[src/rtl/prot_err_pkg.sv]
package prot_err_pkg;

    localparam int DEF_NUM_DESC = 16;
    localparam int DEF_PID_W    = 8;
    localparam int DEF_MST_W    = 4;
    localparam int ATTR_W       = 3;

    localparam logic [ATTR_W-1:0] ATTR_SUP_DATA = 3'b011;

    typedef enum logic [1:0] {
        CAP_EMPTY   = 2'd0,
        CAP_HELD    = 2'd1,
        CAP_OVERRUN = 2'd2
    } cap_state_e;

endpackage

[src/rtl/prot_err_eval.sv]
module prot_err_eval #(
    parameter int NUM_DESC = 16
) (
    input  logic                acc_valid,
    input  logic [NUM_DESC-1:0] hit,
    input  logic [NUM_DESC-1:0] viol,
    output logic                fault,
    output logic [NUM_DESC-1:0] detail_vec
);

    logic [NUM_DESC-1:0] grant;

    for (genvar d = 0; d < NUM_DESC; d++) begin : g_desc
        assign grant[d]      = hit[d] & ~viol[d];
        assign detail_vec[d] = hit[d] &  viol[d];
    end

    // a miss of every region also yields no grant
    assign fault = acc_valid & ~(|grant);

endmodule

[src/rtl/prot_err_format.sv]
module prot_err_format
    import prot_err_pkg::*;
#(
    parameter int NUM_DESC = 16,
    parameter int PID_W    = 8,
    parameter int MST_W    = 4,
    localparam int WORD_W  = NUM_DESC + PID_W + MST_W + ATTR_W + 1
) (
    input  logic [NUM_DESC-1:0] detail_vec,
    input  logic [PID_W-1:0]    pid,
    input  logic [MST_W-1:0]    master,
    input  logic                is_core,
    input  logic                supervisor,
    input  logic                is_data,
    input  logic                is_write,
    output logic [WORD_W-1:0]   word
);

    logic [PID_W-1:0]  pid_f;
    logic [ATTR_W-1:0] attr_f;

    always_comb begin
        if (is_core) begin
            pid_f  = pid;
            attr_f = {1'b0, supervisor, is_data};
        end else begin
            pid_f  = '0;
            attr_f = ATTR_SUP_DATA;
        end
    end

    assign word = {detail_vec, pid_f, master, attr_f, is_write};

endmodule

[src/rtl/prot_err_fsm.sv]
module prot_err_fsm
    import prot_err_pkg::*;
#(
    parameter int WORD_W = 32
) (
    input  logic              clk,
    input  logic              rst_n,
    input  logic              fault,
    input  logic              clr_err,
    input  logic [WORD_W-1:0] word_in,
    output logic              bus_err,
    output logic              err_valid,
    output logic              err_overrun,
    output logic [WORD_W-1:0] err_word
);

    cap_state_e state_q, state_d;
    logic       load;

    // state register
    always_ff @(posedge clk) begin
        if (!rst_n) state_q <= CAP_EMPTY;
        else        state_q <= state_d;
    end

    // next state and capture strobe
    always_comb begin
        state_d = state_q;
        load    = 1'b0;
        unique case (state_q)
            CAP_EMPTY: begin
                if (fault) begin
                    state_d = CAP_HELD;        // capture
                    load    = 1'b1;
                end
            end
            CAP_HELD: begin
                if (clr_err) begin
                    state_d = fault ? CAP_HELD : CAP_EMPTY; // recapture / release
                    load    = fault;
                end else if (fault) begin
                    state_d = CAP_OVERRUN;     // overrun
                end
            end
            CAP_OVERRUN: begin
                if (clr_err) begin
                    state_d = fault ? CAP_HELD : CAP_EMPTY;
                    load    = fault;
                end
            end
            default: state_d = CAP_EMPTY;
        endcase
    end

    // outputs decoded from state
    always_comb begin
        err_valid   = 1'b0;
        err_overrun = 1'b0;
        unique case (state_q)
            CAP_EMPTY:   ;
            CAP_HELD:    err_valid = 1'b1;
            CAP_OVERRUN: begin
                err_valid   = 1'b1;
                err_overrun = 1'b1;
            end
            default: ;
        endcase
    end

    // detail word holds no reset value
    always_ff @(posedge clk) begin
        if (load) err_word <= word_in;
    end

    always_ff @(posedge clk) begin
        if (!rst_n) bus_err <= 1'b0;
        else        bus_err <= fault;
    end

endmodule

[src/rtl/prot_err_capture.sv]
module prot_err_capture
    import prot_err_pkg::*;
#(
    parameter int NUM_DESC = DEF_NUM_DESC,
    parameter int PID_W    = DEF_PID_W,
    parameter int MST_W    = DEF_MST_W,
    localparam int WORD_W  = NUM_DESC + PID_W + MST_W + ATTR_W + 1
) (
    input  logic                clk,
    input  logic                rst_n,
    input  logic                acc_valid,
    input  logic [NUM_DESC-1:0] hit,
    input  logic [NUM_DESC-1:0] viol,
    input  logic [PID_W-1:0]    pid,
    input  logic [MST_W-1:0]    master,
    input  logic                is_core,
    input  logic                supervisor,
    input  logic                is_data,
    input  logic                is_write,
    input  logic                clr_err,
    output logic                bus_err,
    output logic                err_valid,
    output logic                err_overrun,
    output logic [WORD_W-1:0]   err_word
);

    logic                fault;
    logic [NUM_DESC-1:0] detail_vec;
    logic [WORD_W-1:0]   word_new;

    prot_err_eval #(.NUM_DESC(NUM_DESC)) u_eval (
        .acc_valid  (acc_valid),
        .hit        (hit),
        .viol       (viol),
        .fault      (fault),
        .detail_vec (detail_vec)
    );

    prot_err_format #(
        .NUM_DESC (NUM_DESC),
        .PID_W    (PID_W),
        .MST_W    (MST_W)
    ) u_format (
        .detail_vec (detail_vec),
        .pid        (pid),
        .master     (master),
        .is_core    (is_core),
        .supervisor (supervisor),
        .is_data    (is_data),
        .is_write   (is_write),
        .word       (word_new)
    );

    prot_err_fsm #(.WORD_W(WORD_W)) u_fsm (
        .clk         (clk),
        .rst_n       (rst_n),
        .fault       (fault),
        .clr_err     (clr_err),
        .word_in     (word_new),
        .bus_err     (bus_err),
        .err_valid   (err_valid),
        .err_overrun (err_overrun),
        .err_word    (err_word)
    );

endmodule

[config.mk]
export PLATFORM = sky130hd
export DESIGN_NAME = prot_err_capture
export DESIGN_NICKNAME = d
export VERILOG_FILES = /design/src/rtl/prot_err_pkg.sv /design/src/rtl/prot_err_eval.sv /design/src/rtl/prot_err_format.sv /design/src/rtl/prot_err_fsm.sv /design/src/rtl/prot_err_capture.sv
export SDC_FILE = /design/constraint.sdc
export NUM_CORES = 1
export LEC_CHECK = 0
export CAP_MARGIN = 20
export CORE_MARGIN = 4
export CORE_UTILIZATION = 30
export CTS_CLUSTER_DIAMETER = 30
export DETAILED_ROUTE_END_ITERATION = 8
export PLACE_DENSITY = 0.62
export RECOVER_POWER = 25
export SYNTH_ARGS = -nofsm -noshare
export SYNTH_HDL_FRONTEND = slang
export SYNTH_SLANG_ARGS = --single-unit
[constraint.sdc]
create_clock -name clk -period 7.5 [get_ports clk]
set_input_delay 0.75 -clock clk [delete_from_list [all_inputs] [get_ports clk]]
set_output_delay 0.75 -clock clk [all_outputs]
set_load 0.05 [all_outputs]
==> summary.txt, run 1 <==
Status
  • Run status: finished clean

Timing
  • Worst setup margin: about 4.6 ns
  • Post-Route Skew: between 0.005 and 0.006 ns
  • Final Hold Viols: 0
  • Rel. slew slack: between 60% and 70%
  • Final setup fails: 0
  • Worst Tran Pin Value: ~0.53 ns
  • Max-slew violations: 0
  • Fmax: 345 MHz
  • Period Utilization, post-route: between 30% and 40%
  • RSZ-0062 raised after global routing: no
  • Final TNS setup: 0 ns
  • Minimum clock period: between 2 and 3 ns

Power
  • Peak supply drop: approximately 0.00008 V
  • Total Power: 390 uW
  • Power per cell area: 153 nW/um^2
  • Leakage power: between 0.9 and 1 nW

Clock network
  • Clk_lat worst skew: about 0.28 ns
  • Postcts setup bufs: 0
  • Num CTS Buffers: 5
  • Clock Pin Slew Worst Setup and Hold Paths: approximately 0.070 ns
  • Cts repair resizes: 0
  • CTS Sinks: 34
  • CTS Root Cell: clkbuf_8
  • Clock buffer depth: 2
  • CTS tree: built
  • Depth of the CTS H-tree: 2
  • Hold buffers post-CTS: 0

Final layout
  • Area grow syn2layout: 68.7%
  • Commonest non-fill, non-tap cell in the layout: clkdlybuf4s50_1
  • Layout Nets: between 200 and 300
  • Diode count: 0
  • Layout cells sized above 1: about a tenth
  • Core Util, Final: 53.2%
  • Commonest non-fill, non-tap cells in the layout: 71 x clkdlybuf4s50_1, 31 x edfxtp_1, 17 x inv_1
  • FF+latch area: approximately 1000 sq um
  • FILL cells: between 400 and 500
  • Multi-input logic area: roughly 450 sq um

Global routing
  • GRT overflow: 0
  • First-pass GRT wire length: about 5600 um
  • Largest net degree at the start of global routing: 24
  • Initial antenna violation count: 0
  • Vias in the first global route: around 1200
  • Tot GR Track Use: a little under an eighth

Floorplanning
  • Die Y: roughly 80 um
  • Die ar.: 6220 sq um
  • Boundary Pins: 87
  • Cell Rows: 25
  • Die width: 78.9 um
  • Core Region: ~4800 sq um
  • Initial Utilization: 31.5%

Flow run
  • # Max-Cap Violations: 0

Routing
  • Final ANT Viol Nets: 0
  • Met3 WL: 360 um
  • Routed WL per cell: about 14 um
  • Vias per cell: about 4.3
  • Drc violations: 0
  • DR WL met2: approximately 1800 um
  • Top layer in use: met4
  • DR vias: 1166
  • Routed length on met1: around 1500 um
  • Initial DRT Pass Iterations: 4
  • DRT iter0 DRCs: 29
  • Final wirelength: 3690 um

Synthesis
  • Number of synthesized flops with an enable pin: 31
  • Post-synthesis sequential area ratio: approximately two thirds
  • #FFs+latches synth: 34
  • Netlist cell types: 24
  • Synth Flop Type: edfxtp_1
  • Area of the mapped netlist: between 1500 and 2000 sq um
  • Net count after synthesis: approximately 170
  • Yosys warns: 0
  • Synth Instances: approximately 110
  • FFs w/ async S/R, synth: 0%
  • Syn Area/Cell: about 14 sq um

Worst hold path
  • Hold Crit Class: reg -> reg
  • Hold endpoint: u_fsm.state_q[1]$_SDFFE_PN0P_
  • HP Start: u_fsm.state_q[1]$_SDFFE_PN0P_
  • Hold depth: 2

Worst setup path
  • CP startpoint kind: input pin
  • R2r endpoint: u_fsm.err_word[30]$_DFFE_PP_
  • Reg2Reg Depth: 5
  • Required @ worst endpoint: around 7.5 ns
  • CP Max Fanout: 23
  • Crit end category: flop
  • Reg2Reg Setup Slack: roughly 5.5 ns
  • Arr. time, crit path: approximately 2.9 ns
  • Reg-to-Reg Start: u_fsm.state_q[1]$_SDFFE_PN0P_
  • Setup CP Type: in -> reg

Place
  • Pre-CTS setup slack: roughly 4.4 ns
  • Detail Placement HPWL: slightly above 3000 um
  • RD Place Congestion: 0.792
  • IO Port Bufs: 85
-- through the flow --
step | hold slack [ns] | cells | cell area, sq um
after floorplan | 0.471 | 111 | 1510
after detailed placement | 0.529 | 263 | 2450
after global placement | 0.498 | 263 | 2450
after CTS | 0.541 | 271 | 2540
final | 0.539 | 271 | 2540
after global routing | 0.581 | 271 | 2540
-- cells in the mapped netlist (2+ instances only) --
cell type	number	area share [%]
o21ai_0	2	0.66
nor4_4	2	2.8
a21oi_1	2	0.66
ha_1	4	3.3
and2_2	2	1.0
edfxtp_1	31	62
nor2_1	2	0.50
inv_1	17	4.2
nand2b_1	5	2.1
dfxtp_1	3	4.0
o22ai_1	6	2.5
and2_1	23	9.5
-- cell families after synthesis --
logic type      after synthesis  synth area share [%]
buf+inv                      18                  4.73
simple gates                 40                  19.3
flops                        34                  65.7
other cells                   1                 0.249
fa+ha+maj                     4                  3.32
compound gates               13                  5.98
mux                           1                 0.664
-- area by class of cell --
cell class / instances / area share, %
clock buffers: 6 / 3.25
clock inverters: 2 / 0.492
inverters: 17 / 2.51
multi-input cells: 59 / 17.8
flip-flops and latches: 34 / 39.0
well taps: 67 / 3.30
repair buffers: 86 / 33.7
-- power by group --
part           total (mW)  internal, mW  switching [mW]  leakage, nW
Sequential          0.207         0.207        0.000167        0.323
Combinational      0.0462        0.0296          0.0165        0.582
Clock               0.136        0.0737          0.0626       0.0472
-- sequential cells by signal, summed over array words and instances (netlist names) --
name	flops
u_fsm.err_word	31
u_fsm.bus_err	1
u_fsm.state_q	2
-- worst max-delay path by stage --
| stage | startpoint | endpoint | depth (start not counted) |
|---|---|---|---|
| 3_5_place_dp | viol[7] | u_fsm.err_word[10]$_SDFFCE_PN0P_ | 7 |
| 3_3_place_gp | viol[7] | u_fsm.err_word[10]$_SDFFCE_PN0P_ | 7 |
| 5_1_grt | hit[7] | u_fsm.err_word[18]$_DFFE_PP_ | 7 |
| 6_report | hit[7] | u_fsm.err_word[30]$_DFFE_PP_ | 7 |
| 4_1_cts | viol[7] | u_fsm.err_word[18]$_DFFE_PP_ | 7 |
| 2_1_floorplan | viol[7] | u_fsm.err_word[0]$_DFFE_PP_ | 5 |
-- metal layers --
| layer | up-vias | GRT usage, % |
|---|---|---|
| met2 | 61 | 20.3 |
| met1 | 534 | 13.5 |
| li1 | 567 | - |
| met3 | 4 | 4.20 |
| met5 | - | 0 |
| met4 | 0 | 3.09 |
-- worst max-delay path: stages --
cell           delay (ns)
dlygate4sd3_1        0.57
nand2b_2             0.08
o221ai_2             0.10
nor4_4               0.32
and2_2               0.22
nor3b_4              0.43
buf_4                0.38
No activity file was read; power rests on OpenSTA's default activity.
==> run 2, diff against run 1 <==
- clock period: 7.5 -> 2.69 ns (I/O delays scaled with it)
==> run 2 against run 1 <==
  * Setup slack lost 4.1 ns
  * Power grew to 2.7 times the previous value
  * Cell count is the same
  * Sequential cell count is the same
  * Clock power grew 150%
  * Core utilization shrank 0.18 points
  * Clock-buffer cell count shrank 1
  * Critical path type unchanged
  * Highest routed layer unchanged
==> summary.txt, run 2 (synthesis results as in run 1) <==
Status
  • Run status: finished clean

Timing
  • RSZ-0062 raised after global routing: no
  • Period Utilization, post-route: roughly four fifths
  • Final TNS setup: 0 ns
  • Final Hold Viols: 0
  • Rel. slew slack: between 60 and 70%
  • Max-slew violations: 0
  • Post-Route Skew: between 0.001 and 0.0015 ns
  • Final setup fails: 0
  • Minimum clock period: approximately 2.1 ns
  • Worst Tran Pin Value: ~0.53 ns
  • Worst hold slack: around 0.50 ns
  • Fmax: 466 MHz

Clock network
  • Depth of the CTS H-tree: 2
  • Postcts setup bufs: 0
  • Num CTS Buffers: 5
  • Clk_lat worst skew: 0.27 ns
  • Cts repair resizes: 0
  • CTS tree: built
  • Clock buffer depth: 2
  • Clock Pin Slew Worst Setup and Hold Paths: ~0.060 ns
  • Hold buffers post-CTS: 0
  • CTS Sinks: 34
  • CTS Root Cell: clkbuf_8

Power
  • Sw power: a little over 200 uW
  • Peak supply drop: ~0.00016 V
  • Sequential share of power: a little under three fifths
  • Clk pwr share: between 30 and 40%
  • Total Power: around 1.0 mW
  • Leakage power: 0.959 nW
  • Internal power: 832 uW
  • Sw Share: between 10% and 20%
  • Power per cell area: approximately 410 nW/um^2
  • Logic gate share of total power: 12.3%

Global routing
  • Largest net degree at the start of global routing: 15
  • Vias in the first global route: roughly 1200
  • Initial antenna violation count: 0
  • GRT overflow: 0
  • First-pass GRT wire length: 5400 um
  • Tot GR Track Use: 11.2%

Worst setup path
  • Reg2Reg Setup Slack: around 0.9 ns
  • Crit end category: flop
  • CP startpoint kind: input pin
  • Arr. time, crit path: roughly 2.1 ns
  • Required @ worst endpoint: between 2 and 3 ns
  • CP max-delay cell: dlygate4sd3_1
  • Reg-to-Reg Start: u_fsm.state_q[0]$_SDFFE_PN0P_
  • Critical path's largest stage delay: roughly 0.53 ns
  • Reg2Reg Depth: 5
  • CP Max Fanout: 14
  • Setup CP Type: in -> reg
  • Worst Path Buf+Inv: 2
  • Worst-path cell chain: dlygate4sd3_1, nand2b_2, o221ai_2, nor4_4, and2_2, nor3b_4, buf_4
  • R2r endpoint: u_fsm.err_word[1]$_SDFFCE_PN1P_
  • Crit path max-delay family: simple AND/OR/NAND/NOR gates

Final layout
  • Reg with most FFs: u_fsm.err_word
  • Max FFs per register: 31
  • Final instance area: ~2500 sq um
  • FILL cells: approximately 420
  • Commonest non-fill, non-tap cells in the layout: 66 x clkdlybuf4s50_1, 31 x edfxtp_1, 20 x and2_1
  • Area grow syn2layout: 68.1%
  • Layout cells sized above 1: 9.31%
  • Layout Nets: 260
  • Commonest non-fill, non-tap cell in the layout: clkdlybuf4s50_1
  • Core Util, Final: around 53%
  • Diode count: 0
  • Top Registers: u_fsm.err_word (31), u_fsm.state_q (2), u_fsm.bus_err (1)

Worst hold path
  • Hold depth: 2
  • HP Start: u_fsm.state_q[1]$_SDFFE_PN0P_
  • Hold endpoint: u_fsm.state_q[1]$_SDFFE_PN0P_
  • Hold Crit Class: reg -> reg

Place
  • RD Place Congestion: approximately 0.74
  • Placed inst area: roughly 2500 sq um
  • Detail Placement HPWL: 2950 um
  • IO Port Bufs: 85

Flow run
  • # Max-Cap Violations: 0

Floorplanning
  • Core Region: roughly 4800 sq um
  • Initial Utilization: between 30% and 40%
  • Die Y: 78.9 um
  • Die width: between 70 and 80 um
  • Boundary Pins: between 80 and 90
  • Cell Rows: 25
  • Die ar.: 6220 sq um

Routing
  • Initial DRT Pass Iterations: 4
  • Final ANT Viol Nets: 0
  • Drc violations: 0
  • Vias per cell: 4.13
  • Routed WL per cell: 13.0 um
  • DRT iter0 DRCs: 42
  • DR vias: 1119
  • Final wirelength: 3530 um
[run 2: changes by cell type in the layout (fill, tap and decap cells not counted), moves of 5 or more]
cell and change:
and2_0 -5, and2_1 +5, clkdlybuf4s50_1 -5, dlygate4sd3_1 +5
[run 2: power groups by stage]
stage               sequential, mW  combinational [mW]  clock (mW)
finish                       0.578               0.128       0.334
global route                 0.577               0.140       0.370
CTS                          0.578               0.135       0.348
detailed placement           0.589               0.134           0
global placement             0.589               0.132           0
floorplan                    0.593              0.0410           0
[run 2: area by class of cell]
cell class / instances / area (sq um) / area share, %
flip-flops and latches: 34 / 991 / 39.1
repair buffers: 87 / 866 / 34.2
multi-input cells: 59 / 452 / 17.8
well taps: 67 / 83.8 / 3.31
clock buffers: 5 / 68.8 / 2.71
inverters: 17 / 63.8 / 2.52
clock inverters: 2 / 10.0 / 0.395
[run 2: stage by stage]
stage,cells,worst slack (ns)
5_1_grt,271,0.453
6_report,271,0.542
3_5_place_dp,264,0.310
2_1_floorplan,111,0.241
3_3_place_gp,264,0.335
4_1_cts,271,0.543
[run 2: tightest hold or removal path, stage by stage (launching register included)]
cell     delay [ns]
dfxtp_1        0.34
nand2_1        0.06
mux2i_1        0.05
[run 2: per-layer routing]
metal,vias up,share of wire (%),track usage (%)
met1,487,42,13.4
li1,565,-,-
met5,-,0,0
met2,62,47,18.8
met3,5,11,4.54
met4,0,0.77,2.58
[run 2: how the worst max path moves through the flow]
stage,end,slack (ns),startpoint,depth (start not counted)
5_1_grt,u_fsm.err_word[16]$_DFFE_PP_,0.45,viol[7],7
4_1_cts,err_valid,0.54,u_fsm.state_q[0]$_SDFFE_PN0P_,3
3_5_place_dp,u_fsm.err_word[11]$_SDFFCE_PN0P_,0.31,viol[7],7
6_report,u_fsm.err_word[1]$_SDFFCE_PN1P_,0.54,viol[7],7
2_1_floorplan,u_fsm.err_word[0]$_DFFE_PP_,0.24,u_fsm.state_q[0]$_SDFFE_PN0P_,4
3_3_place_gp,u_fsm.err_word[11]$_SDFFCE_PN0P_,0.33,viol[7],7
==> run 3, diff against run 2 <==
- clock period: 2.69 -> 2 ns (I/O delays scaled with it)
==> run 3 against run 2 <==
  * Global-route usage is 0.74 points higher
  * Highest routed layer unchanged
  * Combinational power rose by 38%
  * Critical endpoint is now u_fsm.err_word[29]$_DFFE_PP_
  * Power up 36%
==> summary.txt, run 3 (synthesis results as in run 1) <==
Timing
  • Rel. slew slack: 64.1%
  • Post-Route Skew: between 0.004 and 0.005 ns
  • Worst Tran Pin Value: 0.536 ns
  • Final setup fails: 0
  • Max-slew violations: 0
  • Final TNS setup: 0 ns
  • Final Hold Viols: 0
  • Minimum clock period: 1.85 ns
  • Fmax: 540 MHz
  • RSZ-0062 raised after global routing: no
  • Period Utilization, post-route: ~93%

Clock network
  • Cts repair resizes: 0
  • CTS Root Cell: clkbuf_8
  • Clock Pin Slew Worst Setup and Hold Paths: 0.06 ns
  • Depth of the CTS H-tree: 2
  • Postcts setup bufs: 0
  • Clock buffer depth: 2
  • CTS Sinks: 34
  • Hold buffers post-CTS: 0
  • Clk_lat worst skew: about 0.28 ns
  • Num CTS Buffers: 5
  • CTS tree: built

Worst setup path
  • Reg2Reg Depth: 5
  • Reg2Reg Setup Slack: 0.48 ns
  • Crit path max-delay family: buffers and inverters
  • CP startpoint: viol[0]
  • R2r endpoint: u_fsm.err_word[29]$_DFFE_PP_
  • CP startpoint kind: input pin
  • Critical path's largest stage delay: between 0.5 and 0.6 ns
  • Arr. time, crit path: 1.83 ns
  • Critical path depth in cells: 6
  • Required @ worst endpoint: 1.97 ns
  • Worst Setup EP: u_fsm.err_word[29]$_DFFE_PP_
  • Worst-path cell chain: dlygate4sd3_1, o22ai_1, nor4_4, and2_4, nor3b_4, buf_12
  • Setup CP Type: in -> reg
  • CP max-delay cell: dlygate4sd3_1
  • Crit end category: flop
  • CP Max Fanout: 31
  • Reg-to-Reg Start: u_fsm.state_q[0]$_SDFFE_PN0P_
  • Worst Path Buf+Inv: 2

Power
  • Leakage power: just under 1 nW
  • Peak supply drop: roughly 0.00022 V
  • Power per cell area: approximately 550 nW/um^2

Global routing
  • Initial antenna violation count: 0
  • First-pass GRT wire length: between 5000 and 6000 um
  • Largest net degree at the start of global routing: 32
  • Vias in the first global route: ~1200
  • Tot GR Track Use: 11.9%
  • GRT overflow: 0

Final layout
  • Commonest non-fill, non-tap cells in the layout: 66 x clkdlybuf4s50_1, 31 x edfxtp_1, 19 x and2_1
  • FF+latch area: between 900 and 1000 sq um
  • Layout Nets: roughly 260
  • Reg with most FFs: u_fsm.err_word
  • Layout cells sized above 1: a little over an eighth
  • Diode count: 0
  • Commonest non-fill, non-tap cell in the layout: clkdlybuf4s50_1
  • Max FFs per register: 31
  • Top Registers: u_fsm.err_word (31), u_fsm.state_q (2), u_fsm.bus_err (1)
  • Area grow syn2layout: 71.1%
  • Multi-input logic area: 477 sq um
  • Non-filler cells, final: 273
  • Core Util, Final: 53.9%
  • FILL cells: ~410

Routing
  • DR vias: ~1100
  • Vias per cell: 4.18
  • Final wirelength: around 3600 um
  • Routed WL per cell: around 13 um
  • DRT iter0 DRCs: 48
  • Initial DRT Pass Iterations: 4
  • Drc violations: 0
  • Final ANT Viol Nets: 0

Floorplanning
  • Die width: 78.9 um
  • Boundary Pins: between 80 and 90
  • Initial Utilization: between 30% and 40%
  • Core Region: ~4800 sq um
  • Die ar.: between 6000 and 7000 sq um
  • Cell Rows: 25
  • Die Y: approximately 79 um

Place
  • Detail Placement HPWL: between 2000 and 3000 um
  • Post-Place Cells: 265
  • RD Place Congestion: 0.664
  • IO Port Bufs: 85

Worst hold path
  • HP Start: u_fsm.state_q[1]$_SDFFE_PN0P_
  • Hold Crit Class: reg -> reg

Flow run
  • # Max-Cap Violations: 0

Status
  • Run status: finished clean
[run 3: changes by cell type in the layout (fill, tap and decap cells not counted), moves of 2 or more]
cell / before / now
buf_4: 2 / 4
dfxtp_1: 3 / 1
dfxtp_2: 0 / 2
dlygate4sd3_1: 19 / 17
inv_1: 17 / 15
inv_2: 0 / 2
[run 3: per-stage QoR]
step                instance area, sq um  power (mW)  hold WS [ns]  worst slack [ns]
global route                        2580        1.49         0.523            0.0824
floorplan                           1540       0.854         0.299            -0.116
CTS                                 2580        1.44         0.481             0.223
finish                              2580        1.41         0.502             0.148
detailed placement                  2500       0.977         0.501           -0.0708
global placement                    2500       0.973         0.482           -0.0539
[run 3: worst min-delay path by stage]
stage                               endpoint  cells past startpoint  slack [ns]
2_1_floorplan    u_fsm.err_word[0]$_DFFE_PP_                      0        0.30
3_3_place_gp   u_fsm.state_q[1]$_SDFFE_PN0P_                      2        0.48
3_5_place_dp   u_fsm.state_q[1]$_SDFFE_PN0P_                      2        0.50
4_1_cts          u_fsm.err_word[7]$_DFFE_PP_                      1        0.48
5_1_grt        u_fsm.state_q[1]$_SDFFE_PN0P_                      2        0.52
6_report       u_fsm.state_q[1]$_SDFFE_PN0P_                      2        0.50
[run 3: worst reg2reg max path: stages, from the launching register on]
cell	delay [ns]
dfxtp_2	0.37
inv_2	0.06
ha_4	0.28
a21oi_4	0.06
nor3b_4	0.23
buf_12	0.23
[run 3: power by group]
group | switching, mW | internal (mW)
sequential | 0.000632 | 0.777
combinational | 0.0630 | 0.113
clock | 0.220 | 0.239
total | 0.284 | 1.13
[run 3: area by class of cell]
type	count	share of cell area (%)
clock buffers	6	2.81
clock inverters	2	0.339
inverters	17	2.47
multi-input cells	59	18.5
flip-flops and latches	34	38.5
well taps	67	3.25
repair buffers	88	34.1
[run 3: metal layers]
layer / routed length, um / GRT usage [%] / share of wire (%)
met2: 1730 / 19.9 / 48
met3: 398 / 4.42 / 11
met4: 46 / 4.64 / 1.3
met1: 1440 / 13.9 / 40
met5: 0 / 0 / 0
